## src/rtl/spi_div_pkg.sv

```systemverilog
package spi_div_pkg;

  // Field encoding chosen at build time
  typedef enum logic {
    ENC_LEGACY   = 1'b0,
    ENC_EXTENDED = 1'b1
  } enc_e;

  // Widths of the extended encoding; bit placement depends on them
  localparam int MANT_W = 4;
  localparam int EXP_W  = 3;

  // Largest ratio the extended field can express
  localparam int MAX_RATIO = ((1 << MANT_W) - 1) << ((1 << EXP_W) - 1);

endpackage

```

## src/rtl/sclk_ratio_decode.sv

```systemverilog
module sclk_ratio_decode
  import spi_div_pkg::*;
#(
  parameter enc_e ENCODING  = ENC_EXTENDED,
  parameter int   FIELD_W   = 8,
  parameter int   MIN_RATIO = 4,
  parameter int   RATIO_W   = 11
) (
  input  logic [FIELD_W-1:0] field,
  output logic [RATIO_W-1:0] ratio
);

  localparam logic [RATIO_W-1:0] MIN_R = RATIO_W'(MIN_RATIO);

  logic [RATIO_W-1:0] raw;

  generate
    if (ENCODING == ENC_EXTENDED) begin : g_ext
      logic [MANT_W-1:0]  mant;
      logic [EXP_W-1:0]   expo;
      logic [RATIO_W-1:0] base;
      logic               unused_ext;

      // Exponent bits straddle bit 5, which belongs to something else
      assign mant       = field[3:0];
      assign expo       = {field[7:6], field[4]};
      assign unused_ext = ^{1'b0, field[5]};

      always_comb begin
        if (mant < MANT_W'(2)) begin
          base = RATIO_W'(2);
        end else begin
          base = RATIO_W'(mant);
        end
        raw = base << expo;
      end
    end else begin : g_leg
      logic [3:0] half;
      logic       unused_leg;

      assign half       = field[3:0];
      assign unused_leg = ^{1'b0, field[7:5]};

      always_comb begin
        if (field[4] && (half >= 4'd2)) begin
          raw = RATIO_W'({half, 1'b0});
        end else begin
          raw = RATIO_W'(4);
        end
      end
    end
  endgenerate

  always_comb begin
    if (raw < MIN_R) begin
      ratio = MIN_R;
    end else begin
      ratio = raw;
    end
  end

endmodule

```

## src/rtl/sclk_half_timer.sv

```systemverilog
module sclk_half_timer #(
  parameter int RATIO_W   = 11,
  parameter int MIN_RATIO = 4
) (
  input  logic               clk,
  input  logic               rst_n,
  input  logic               enable,
  input  logic [RATIO_W-1:0] ratio_in,
  output logic               tick_o,
  output logic               phase_o
);

  logic [RATIO_W-1:0] ratio_q, ratio_d;
  logic [RATIO_W-1:0] cnt_q, cnt_d;
  logic               phase_q, phase_d;
  logic               tick_q, tick_d;
  logic [RATIO_W-1:0] lead_len, trail_len, half_len;
  logic               reload;

  // Leading half takes the extra cycle of an odd ratio
  assign trail_len = ratio_q >> 1;
  assign lead_len  = ratio_q - trail_len;
  assign half_len  = phase_q ? trail_len : lead_len;
  assign reload    = !enable || (ratio_in != ratio_q);

  always_comb begin
    ratio_d = ratio_q;
    cnt_d   = cnt_q;
    phase_d = phase_q;
    tick_d  = 1'b0;
    if (reload) begin
      ratio_d = ratio_in;
      cnt_d   = '0;
      phase_d = 1'b0;
    end else if (cnt_q == half_len - RATIO_W'(1)) begin
      cnt_d   = '0;
      phase_d = !phase_q;
      tick_d  = 1'b1;
    end else begin
      cnt_d   = cnt_q + RATIO_W'(1);
    end
  end

  always_ff @(posedge clk or negedge rst_n) begin
    if (!rst_n) begin
      ratio_q <= '0;
      cnt_q   <= '0;
      phase_q <= 1'b0;
      tick_q  <= 1'b0;
    end else begin
      ratio_q <= ratio_d;
      cnt_q   <= cnt_d;
      phase_q <= phase_d;
      tick_q  <= tick_d;
    end
  end

  assign tick_o  = tick_q;
  assign phase_o = phase_q;


  idle_quiet_chk: assert property (@(posedge clk) disable iff (!rst_n)
    !enable |=> (!tick_o && !phase_o));


  reload_silent_chk: assert property (@(posedge clk) disable iff (!rst_n)
    (ratio_in != ratio_q) |=> (!tick_o && !phase_o));


  phase_step_chk: assert property (@(posedge clk) disable iff (!rst_n)
    tick_o |-> (phase_o != $past(phase_o)));


  count_bound_chk: assert property (@(posedge clk) disable iff (!rst_n)
    enable && (ratio_in == ratio_q) |-> (cnt_q < half_len));


  ratio_floor_chk: assert property (@(posedge clk) disable iff (!rst_n)
    ratio_in >= RATIO_W'(MIN_RATIO));

endmodule

```

## src/rtl/sclk_divider.sv

```systemverilog
module sclk_divider
  import spi_div_pkg::*;
#(
  parameter enc_e ENCODING  = ENC_EXTENDED,
  parameter int   FIELD_W   = 8,
  parameter int   MIN_RATIO = 4
) (
  input  logic               clk,
  input  logic               rst_n,
  input  logic               run_en,
  input  logic [FIELD_W-1:0] div_field,
  output logic               half_tick,
  output logic               sclk_phase
);

  localparam int RATIO_W = $clog2(MAX_RATIO + 1);

  logic [RATIO_W-1:0] ratio;

  sclk_ratio_decode #(
    .ENCODING (ENCODING),
    .FIELD_W  (FIELD_W),
    .MIN_RATIO(MIN_RATIO),
    .RATIO_W  (RATIO_W)
  ) u_decode (
    .field(div_field),
    .ratio(ratio)
  );

  sclk_half_timer #(
    .RATIO_W  (RATIO_W),
    .MIN_RATIO(MIN_RATIO)
  ) u_timer (
    .clk     (clk),
    .rst_n   (rst_n),
    .enable  (run_en),
    .ratio_in(ratio),
    .tick_o  (half_tick),
    .phase_o (sclk_phase)
  );

endmodule

```

## config.mk

```make
export PLATFORM = sky130hd
export DESIGN_NAME = sclk_divider
export DESIGN_NICKNAME = d
export VERILOG_FILES = /design/src/rtl/spi_div_pkg.sv /design/src/rtl/sclk_ratio_decode.sv /design/src/rtl/sclk_half_timer.sv /design/src/rtl/sclk_divider.sv
export SDC_FILE = /design/constraint.sdc
export NUM_CORES = 1
export LEC_CHECK = 0
export ABC_AREA = 0
export BUFFER_PORTS_ARGS = -buffer_cell sky130_fd_sc_hd__buf_2
export CORE_ASPECT_RATIO = 1.4
export CORE_UTILIZATION = 35
export CTS_BUF_LIST = sky130_fd_sc_hd__clkbuf_4
export CTS_CLUSTER_SIZE = 12
export DETAILED_ROUTE_END_ITERATION = 10
export HOLD_SLACK_MARGIN = 0.12
export PLACE_DENSITY_LB_ADDON = 0.3
export SETUP_SLACK_MARGIN = 0.4
export SYNTH_ARGS = -nofsm -noshare
export SYNTH_HDL_FRONTEND = slang
export SYNTH_SLANG_ARGS = --single-unit
```

## constraint.sdc

```tcl
create_clock -name clk -period 4.65 [get_ports clk]
set_input_delay 0.6975 -clock clk [delete_from_list [all_inputs] [get_ports clk]]
set_output_delay 0.6975 -clock clk [all_outputs]
set_load 0.1 [all_outputs]
```

# Yosys cells after proc, flatten, opt, wreduce, memory -nomap -nowiden
# Cells that the tools add are included.
[op_classes]
addsub = 3
order_cmp = 2
eq_ne = 2
shifts = 1
n_mux = 9
reduce_logical = 4
[ops]
columns = ["operator", "n"]
rows = [
  ["$mux 11", 4],
  ["$add 11x1->11 const B", 1],
  ["$eq 11x11->1", 1],
  ["$lt 11x3->1 const B", 1],
  ["$ne 11x11->1", 1],
  ["$shl 4x3->11", 1],
  ["$sub 11x1->11 const B", 1],
  ["$sub 11x10->11", 1],
  ["$lt 4x2->1 const B", 1],
  ["$mux 1", 4],
  ["$mux 4", 1],
  ["$logic_not 1->1", 2],
  ["$reduce_bool 2->1", 1],
  ["$logic_or 1x1->1", 1],
]
[totals]
regBits = 24
input_bits = 11
output_inout_bits = 2
elab_cells = 25

# Logic depth before layout (Yosys ltp)
# Gate-level depths: netlist of run 1.
[depth]
word_depth = 8
depth_mapped = 15
mapped_depth_nobuf = 13

# By module
# A second synthesis of run 1 with hierarchy kept.
[hier_totals]
hier_cells = 271
hier_area_um2 = 2302.2
[by_module_without_submodules]
columns = ["module", "n_inst", "cells_per_inst", "area_per_inst_um2", "seq_area_each_um2"]
rows = [
  ["sclk_half_timer", 1, 229, 2055.7, 600.6],
  ["sclk_ratio_decode", 1, 42, 246.5, 0.0],
]

# Least setup slack after synthesis of run 1
# OpenSTA, ideal clock, no wires.
[synth_timing]
path_kind = "register to register"
start = "register u_timer.phase_q (netlist: u_timer.phase_o)"
end = "register u_timer.cnt_q[2]"
setup_time_ns = 0.119
arrival_time_ns = 3.197
required_time_ns = 4.531
slack_ns = 1.334
stages_incl_launch_ff = 14
n_path_buf = 3
synth_period_minus_slack_ns = 3.316
path_cell_list = "dfrtp_1 > buf_2 > inv_1 > buf_1 > mux2_2 > ha_1 > xnor2_1 > nand3_1 > o211ai_1 > nor4b_1 > o2111ai_2 > nand2b_1 > buf_6 > nor2_1"
[synth_between]
elab_chain_cells = 5
[synth_lines]
columns = ["item", "line", "text"]
rows = [
  ["start: declaration", "sclk_half_timer.sv:15", "logic phase_q, phase_d;"],
  ["start signal: assignment", "sclk_half_timer.sv:53", "phase_q <= phase_d;"],
  ["$mux 11", "sclk_half_timer.sv:23", "assign half_len = phase_q ? trail_len : lead_len;"],
  ["$sub 11x1->11", "sclk_half_timer.sv:35", "end else if (cnt_q == half_len - RATIO_W'(1)) begin"],
  ["$eq 11x11->1", "sclk_half_timer.sv:35", ""],
  ["$mux 11", "sclk_half_timer.sv:35", ""],
  ["$mux 11", "sclk_half_timer.sv:31", "if (reload) begin"],
  ["named net u_timer.cnt_d[2]", "sclk_half_timer.sv:14", "logic [RATIO_W-1:0] cnt_q, cnt_d;"],
  ["end signal: assignment", "sclk_half_timer.sv:52", "cnt_q <= cnt_d;"],
  ["end: declaration", "sclk_half_timer.sv:14", ""],
]
# The timed path passes the listed nets, and every way through them passes these cells.
# A chain may end at the register's enable or synchronous reset.

# Worst setup path after layout of run 1
[layout_timing]
start = "register u_timer.ratio_q[1]"
end = "register u_timer.cnt_q[7]"
[layout_between]
elab_chain_cells = 6
word_cells_on_any_way = 8
cone_classes = "add/sub (2); eq/ne (2); mux (3); reduce/logical (1)"
[layout_lines]
columns = ["item", "line", "text"]
rows = [
  ["start: declaration", "sclk_half_timer.sv:13", "logic [RATIO_W-1:0] ratio_q, ratio_d;"],
  ["start signal: assignment", "sclk_half_timer.sv:51", "ratio_q <= ratio_d;"],
  ["$sub 11x10->11", "sclk_half_timer.sv:22", "assign lead_len = ratio_q - trail_len;"],
  ["$mux 11", "sclk_half_timer.sv:23", ""],
  ["$sub 11x1->11", "sclk_half_timer.sv:35", ""],
  ["$eq 11x11->1", "sclk_half_timer.sv:35", ""],
  ["$mux 11", "sclk_half_timer.sv:35", ""],
  ["$mux 11 (*)", "sclk_half_timer.sv:31", ""],
  ["named net u_timer.cnt_d[7]", "sclk_half_timer.sv:14", ""],
]
# The timed path passes the listed nets; every way through them passes the cells marked *.

==> run_results.csv, run 1 <==
group,metric,value,unit
yosys,ys.flop_type,"dfrtp_1",
grt,track_usage,0.162,
timing,final.min_clock_period,3.85,ns
floorplan,rows,36,
status,outcome,"finished, final reports clean",
clock_network,clk_pin_slew,0.13,ns
yosys,synthXorXnorAreaFrac,0.108,
grt,antenna_found_initial,0,
yosys,syn-cell-area,2510,µm²
critical_path,ff2ff_path_depth,12,
grt,gr-usage-met2,0.298,
finish,fin_nets,343,
route,vias,2307,
place,portBuffers,11,
floorplan,die_w,73.6,µm
clock_network,root_buffer,"clkbuf_4",
grt,use_met3,0.00986,
yosys,synth.ff_latch_count,24,
route,drc,0,
critical_path,r2r_start,"u_timer.ratio_q[1]",
place,routabilityCongestion,0.830,
route,drtPass1Iterations,4,
finish,finish.instance_area,2630,µm²
timing,rsz0062_at_grt,"no",
place,dp_hpwl,4460,µm
yosys,yosys_warnings,0,
yosys,synth_cell_types,65,
critical_path,crit_buf_inv,0,
clock_network,cts_tree,"yes",
yosys,synth_edf_count,0,
critical_path,cp_max_fo,11,
clock_network,cts_made_buffers,3,
route,drtIter0Drc,104,
floorplan,die-area,7510,µm²
timing,tightest_slew,0.867,ns
power_and_ir_drop,p_per_area,249,nW/µm²
finish,drive_gt1_frac,0.0912,
grt,gr-usage-met1,0.197,
yosys,synthMuxAreaShare,0.0209,
route,postRouteAntennaNets,0,
clock_network,cts_resized,0,
critical_path,critical-path-max-stage-delay,0.71,ns
yosys,synth_compound_area_frac,0.248,
critical_path,crit_path_end_kind,"register",
yosys,synth_fa_ha_area_frac,0.0678,
critical_path,critical_path.top_delay_family,"compound AO/OA/AOI/OAI gates",
yosys,ys_seq_area_frac,0.239,
yosys,synth_top_family_by_area,"compound AO/OA/AOI/OAI gates",
critical_path,ff2ff_setup_slack,0.80,ns
critical_path,critical_path_required,4.86,ns
finish,syn_to_final_growth,4.89,%
critical_path,startpoint_type,"register",
power_and_ir_drop,max-vdd-ir-drop,90.0,µV
floorplan,core_area,6940,µm²
grt,grt_pass1_vias,2193,
timing,fin_skew,0.000693,ns
clock_network,ctsHoldBuffers,0,
yosys,syn_avg_cell_area,7.89,µm²
timing,setup_viol,0,
floorplan,die_h,102,µm
timing,tns,0,ns
flow_run,cap_violations,0,
yosys,synth_simple_gate_area_frac,0.247,
critical_path,r2r_end,"u_timer.cnt_q[7]",
timing,max_freq,0.260,GHz
critical_path,slowest_stage,"o31ai_1",
grt,busiest_layer,"met2",
critical_path,cp_cell_sequence,"ha_1 > fa_1 > nor2b_1 > o31a_1 > nor3_1 > o31ai_1 > xnor2_1 > xnor2_1 > a211oi_1 > o2111ai_2 > nand2b_1 > nor2_1",
grt,grt_max_degree,27,
power_and_ir_drop,leakagePower,1.06,nW
critical_path,arrival,4.06,ns
timing,maxSlewHeadroom,0.417,
clock_network,cts.path.max_buffers,2,
route,wl,5690,µm
clock_network,cts_setup_buffers,0,
critical_path,crit_type,"reg2reg",
grt,overflow,0,
route,post_drt_wl_per_cell,13.8,µm
clock_network,htreeDepth,1,
route,vias_per_cell,5.59,
clock_network,worst_skew_pair.late_latency,0.32,ns
timing,maxSlewViolCount,0,
clock_network,cts_sinks,24,
floorplan,start_util,0.362,
critical_path,cp_common_cell,"xnor2_1",
timing,hold_viol_final,0,
floorplan,io_pins,13,
finish,diodes,0,
yosys,postSynthCellCount,318,
timing,finalCritPeriodShare,0.827,
place,place_area,2610,µm²
hold_path,hp-class,"in2async",
grt,grt_pass1_wl,9820,µm
yosys,syn_nets,342,
yosys,async_flop_share,1.00,
-- kinds of logic (layout without fill, tap and decap cells) --
| kind of cell | after synthesis | count (layout) |
|---|---|---|
| AND/OR/NAND/NOR | 122 | 122 |
| multiplexers | 5 | 5 |
| flip-flops | 24 | 24 |
| buffers and inverters | 39 | 39 |
| XOR/XNOR | 31 | 31 |
| adder cells (fa/ha/maj) | 13 | 13 |
| AO/OA/AOI/OAI | 84 | 84 |
-- stage by stage --
step	utilization	hold WS, ns	instances	power (W)	setup slack (ns)
after floorplan	-	0.402	318	0.000498	1.33
after global routing	0.379	0.375	413	0.000711	0.463
final	0.379	0.342	413	0.000656	0.803
after detailed placement	0.376	0.537	409	0.000560	0.807
after global placement	0.376	0.540	409	0.000555	0.942
after CTS	0.379	0.349	413	0.000664	0.788
-- cells in the mapped netlist, types with 3 or more instances --
cell | count | share of area
a21oi_1 | 9 | 0.018
or4_1 | 3 | 0.0090
nor3b_1 | 6 | 0.018
nor3_1 | 6 | 0.012
nor2_1 | 40 | 0.060
o211ai_1 | 4 | 0.012
a211oi_1 | 5 | 0.015
xnor2_1 | 22 | 0.077
ha_1 | 12 | 0.060
nand3_1 | 11 | 0.022
o21ai_0 | 14 | 0.028
nor2b_1 | 4 | 0.010
o221ai_1 | 3 | 0.010
nand2_1 | 27 | 0.040
nand4_1 | 3 | 0.0075
o22ai_1 | 6 | 0.015
and3_1 | 4 | 0.010
buf_2 | 5 | 0.010
dfrtp_1 | 24 | 0.24
nand2b_1 | 5 | 0.012
nor4b_1 | 3 | 0.010
buf_4 | 3 | 0.0090
clkbuf_1 | 6 | 0.0090
inv_1 | 23 | 0.034
mux2i_1 | 3 | 0.012
a31oi_1 | 4 | 0.010
o31ai_1 | 4 | 0.012
a21o_1 | 4 | 0.012
xor2_1 | 9 | 0.031
-- worst reg2reg max path, cell delays in order (launching register included) --
cell and delay [ns]:
dfrtp_1 0.50, ha_1 0.25, fa_1 0.38, nor2b_1 0.22, o31a_1 0.26, nor3_1 0.08
o31ai_1 0.71, xnor2_1 0.17, xnor2_1 0.16, a211oi_1 0.27, o2111ai_2 0.24, nand2b_1 0.39
nor2_1 0.10
-- cells in the final DEF (no fill, tap or decap), types with 3 or more instances in the layout --
cell / synthesis / routed
nor2_1: 40 / 40
nand2_1: 27 / 27
dfrtp_1: 24 / 24
inv_1: 23 / 23
xnor2_1: 22 / 22
o21ai_0: 14 / 14
ha_1: 12 / 12
nand3_1: 11 / 11
buf_2: 5 / 11
a21oi_1: 9 / 9
xor2_1: 9 / 9
o22ai_1: 6 / 6
nor3_1: 6 / 6
nor3b_1: 6 / 6
nand2b_1: 5 / 5
a211oi_1: 5 / 5
nor2b_1: 4 / 4
a31oi_1: 4 / 4
o31ai_1: 4 / 4
o211ai_1: 4 / 4
a21o_1: 4 / 4
and3_1: 4 / 4
mux2i_1: 3 / 3
o221ai_1: 3 / 3
nand4_1: 3 / 3
or4_1: 3 / 3
nor4b_1: 3 / 3
clkbuf_4: 0 / 3
-- power by group --
part	leakage (nW)	total [W]	internal (W)	switching, W
Combinational	0.719	0.000333	0.000140	0.000193
Clock	0.0154	0.0000974	0.0000315	0.0000659
Sequential	0.327	0.000226	0.000215	0.0000103
-- flip-flops by register name (all words and copies together) (netlist names) --
register / count
u_timer.ratio_q: 11
u_timer.cnt_q: 11
u_timer.tick_o: 1
u_timer.phase_o: 1
-- final cells by class --
| cell class | count | area (µm²) |
|---|---|---|
| clock buffer | 3 | 22.5 |
| clock inverter | 1 | 3.75 |
| fill | 750 | 4310 |
| inverter | 23 | 86.3 |
| multi-input combinational | 255 | 1740 |
| sequential | 24 | 601 |
| tap | 95 | 119 |
| timing repair buffer | 12 | 62.6 |
-- how the worst max path moves through the flow --
| stage | start | endpoint | slack (ns) | depth (start not counted) |
|---|---|---|---|---|
| finish | u_timer.ratio_q[1] | u_timer.cnt_q[7] | 0.80 | 12 |
| global route | u_timer.ratio_q[1] | u_timer.cnt_q[9] | 0.46 | 12 |
| CTS | u_timer.ratio_q[1] | u_timer.cnt_q[5] | 0.79 | 12 |
| detailed placement | u_timer.ratio_q[1] | u_timer.cnt_q[5] | 0.81 | 12 |
| global placement | u_timer.ratio_q[1] | u_timer.cnt_q[10] | 0.94 | 12 |
| floorplan | u_timer.phase_o | u_timer.cnt_q[2] | 1.33 | 13 |
-- layer usage --
metal,share of wire,up-vias
met5,0,-
met4,0.016,0
met3,0.025,7
met2,0.52,37
met1,0.44,1108
li1,-,1155
(Power assumes the default switching activity.)
==> inputs of run 2 (changes only) <==
==> constraint.sdc (replaced) <==
create_clock -name clk -period 3.2 [get_ports clk]
set_input_delay 0.48 -clock clk [delete_from_list [all_inputs] [get_ports clk]]
set_output_delay 0.48 -clock clk [all_outputs]
set_load 0.1 [all_outputs]
==> run_results.csv, run 2 (synthesized netlist as in run 1, its figures left out) <==
group,metric,value,unit
power_and_ir_drop,p_per_area,357,nW/µm²
critical_path,startpoint_type,"register",
grt,grt_pass1_vias,2372,
route,vias,2401,
grt,grt_max_degree,28,
power_and_ir_drop,leakagePower,1.34,nW
place,dpl.cell_count,433,
floorplan,die_w,73.6,µm
status,outcome,"finished, final reports clean",
timing,hold_viol_final,0,
floorplan,io_pins,13,
timing,maxSlewHeadroom,0.609,
critical_path,crit_type,"reg2reg",
power_and_ir_drop,p_sw_frac,0.398,
critical_path,arrival,3.42,ns
timing,max_freq,0.317,GHz
place,portBuffers,11,
floorplan,die_h,102,µm
clock_network,cts_sinks,24,
clock_network,ctsHoldBuffers,0,
finish,finish.instance_area,3270,µm²
timing,tightest_slew,0.583,ns
timing,fin_skew,0.0158,ns
clock_network,cts_tree,"yes",
place,routabilityCongestion,0.832,
hold_path,hp-class,"in2async",
floorplan,rows,36,
clock_network,root_buffer,"clkbuf_4",
finish,final_common_cell,"buf_4",
grt,overflow,0,
timing,setup_viol,0,
critical_path,cp_cell_sequence,"inv_1 > ha_2 > fa_2 > nor2b_4 > o31a_1 > or4b_1 > o221ai_2 > xnor2_2 > nand3_1 > o22ai_2 > o2111ai_4 > buf_6 > xnor2_2 > nor2_1",
timing,rsz0062_at_grt,"yes",
critical_path,slowest_stage,"or4b_1",
clock_network,clk_pin_slew,0.15,ns
route,drtPass1Iterations,4,
grt,track_usage,0.177,
route,drtIter0Drc,100,
timing,maxSlewViolCount,0,
route,vias_per_cell,5.31,
finish,diodes,0,
critical_path,crit_path_end_kind,"register",
finish,syn_to_final_growth,30.5,%
critical_path,cp_max_fo,6,
floorplan,core_area,6940,µm²
grt,antenna_found_initial,0,
clock_network,htreeDepth,1,
clock_network,cts_made_buffers,3,
route,post_drt_wl_per_cell,13.8,µm
route,wl,6260,µm
finish,layout_common_cells,"36 x buf_4, 31 x nor2_1, 26 x nand2_1",
power_and_ir_drop,switching_power,0.000465,W
power_and_ir_drop,max-vdd-ir-drop,141,µV
finish,postLayoutCoreUtil,0.472,
power_and_ir_drop,combPwrFrac,0.587,
place,place_area,2910,µm²
finish,fillers,686,
critical_path,critical-path-max-stage-delay,0.56,ns
timing,setup_ws,0.0501,ns
finish,fin_cells,452,
power_and_ir_drop,intPower,0.000704,W
grt,grt_pass1_wl,10500,µm
clock_network,cts.path.max_buffers,2,
power_and_ir_drop,seq_power_share,0.279,
critical_path,cp_common_cell,"xnor2_2",
clock_network,worst_skew_pair.late_latency,0.33,ns
timing,finalCritPeriodShare,0.984,
timing,final.min_clock_period,3.15,ns
floorplan,start_util,0.362,
flow_run,cap_violations,0,
place,preCtsSetupSlack,-0.0877,ns
route,drc,0,
critical_path,critical_path_required,3.47,ns
place,dp_hpwl,4680,µm
power_and_ir_drop,power.share.clock,0.135,
finish,top_regs,"u_timer.cnt_q: 11 flops, u_timer.ratio_q: 11 flops",
finish,fin_nets,382,
floorplan,die-area,7510,µm²
route,postRouteAntennaNets,0,
finish,drive_gt1_frac,0.314,
## run 2: cell types whose count changed in the layout (fill, tap and decap cells not counted), sizes merged
cell / before / now
buf: 12 / 51
clkinv: 1 / 0
clkbuf: 3 / 4
## run 2: power groups by stage
stage	Clock, W	Sequential [W]	Combinational [W]
global placement	0	0.000333	0.000567
CTS	0.000163	0.000326	0.000647
global route	0.000179	0.000329	0.000753
floorplan	0	0.000332	0.000436
finish	0.000157	0.000326	0.000685
detailed placement	0	0.000333	0.000574
## run 2: final timing paths
path | startpoint | end | slack [ns] | depth (start not counted)
worst max-delay path | u_timer.ratio_q[0] | u_timer.phase_o | 0.05 | 14
worst min-delay path | rst_n | u_timer.cnt_q[3] | 0.11 | 1
worst max register to register | u_timer.ratio_q[0] | u_timer.phase_o | 0.05 | 14
worst min register to register | u_timer.cnt_q[0] | u_timer.cnt_q[0] | 0.59 | 1
max in group asynchronous | rst_n | u_timer.phase_o | 2.67 | 1
min in group clk | div_field[7] | u_timer.ratio_q[3] | 0.50 | 2
## run 2: final cells by class
| class | count | area [µm²] | share of cell area |
|---|---|---|---|
| inverters | 23 | 86.3 | 0.0264 |
| repair buffers | 51 | 395 | 0.121 |
| multi-input cells | 255 | 2040 | 0.622 |
| well taps | 95 | 119 | 0.0363 |
| flip-flops and latches | 24 | 607 | 0.185 |
| clock buffers | 4 | 30.0 | 0.00917 |
## run 2: routing by layer
metal | GRT usage | routed length, µm | vias up
met5 | 0 | 0 | -
met4 | 0.0547 | 94 | 0
met2 | 0.335 | 3350 | 24
met1 | 0.204 | 2720 | 1138
li1 | - | - | 1230
met3 | 0.0168 | 99 | 9
## run 2: per-stage QoR
stage	TNS [ns]	total power [W]	hold WS (ns)
floorplan	0	0.000769	0.184
global placement	-0.0593	0.000899	0.502
detailed placement	-0.927	0.000907	0.506
CTS	0	0.00114	0.126
global route	-1.32	0.00126	0.138
finish	0	0.00117	0.112
## run 2: timing repair
item | CTS | global route
gates cloned | 1 | 0
endpoints found under the setup margin | 13 | 13
gates resized for setup | 22 | 18
buffers inserted | 11 | 3
pin swaps | 21 | 15
## run 2: worst max-delay path, delay by kind of cell, from the launching register on
family / cells / cell delay, ns
adders and majority gates: 2 / 0.42
buffers and inverters: 2 / 0.26
AOI/OAI and AO/OA: 4 / 0.90
xor gates and xnor gates: 2 / 0.28
and+or+nand+nor: 4 / 0.82
DFF: 1 / 0.41
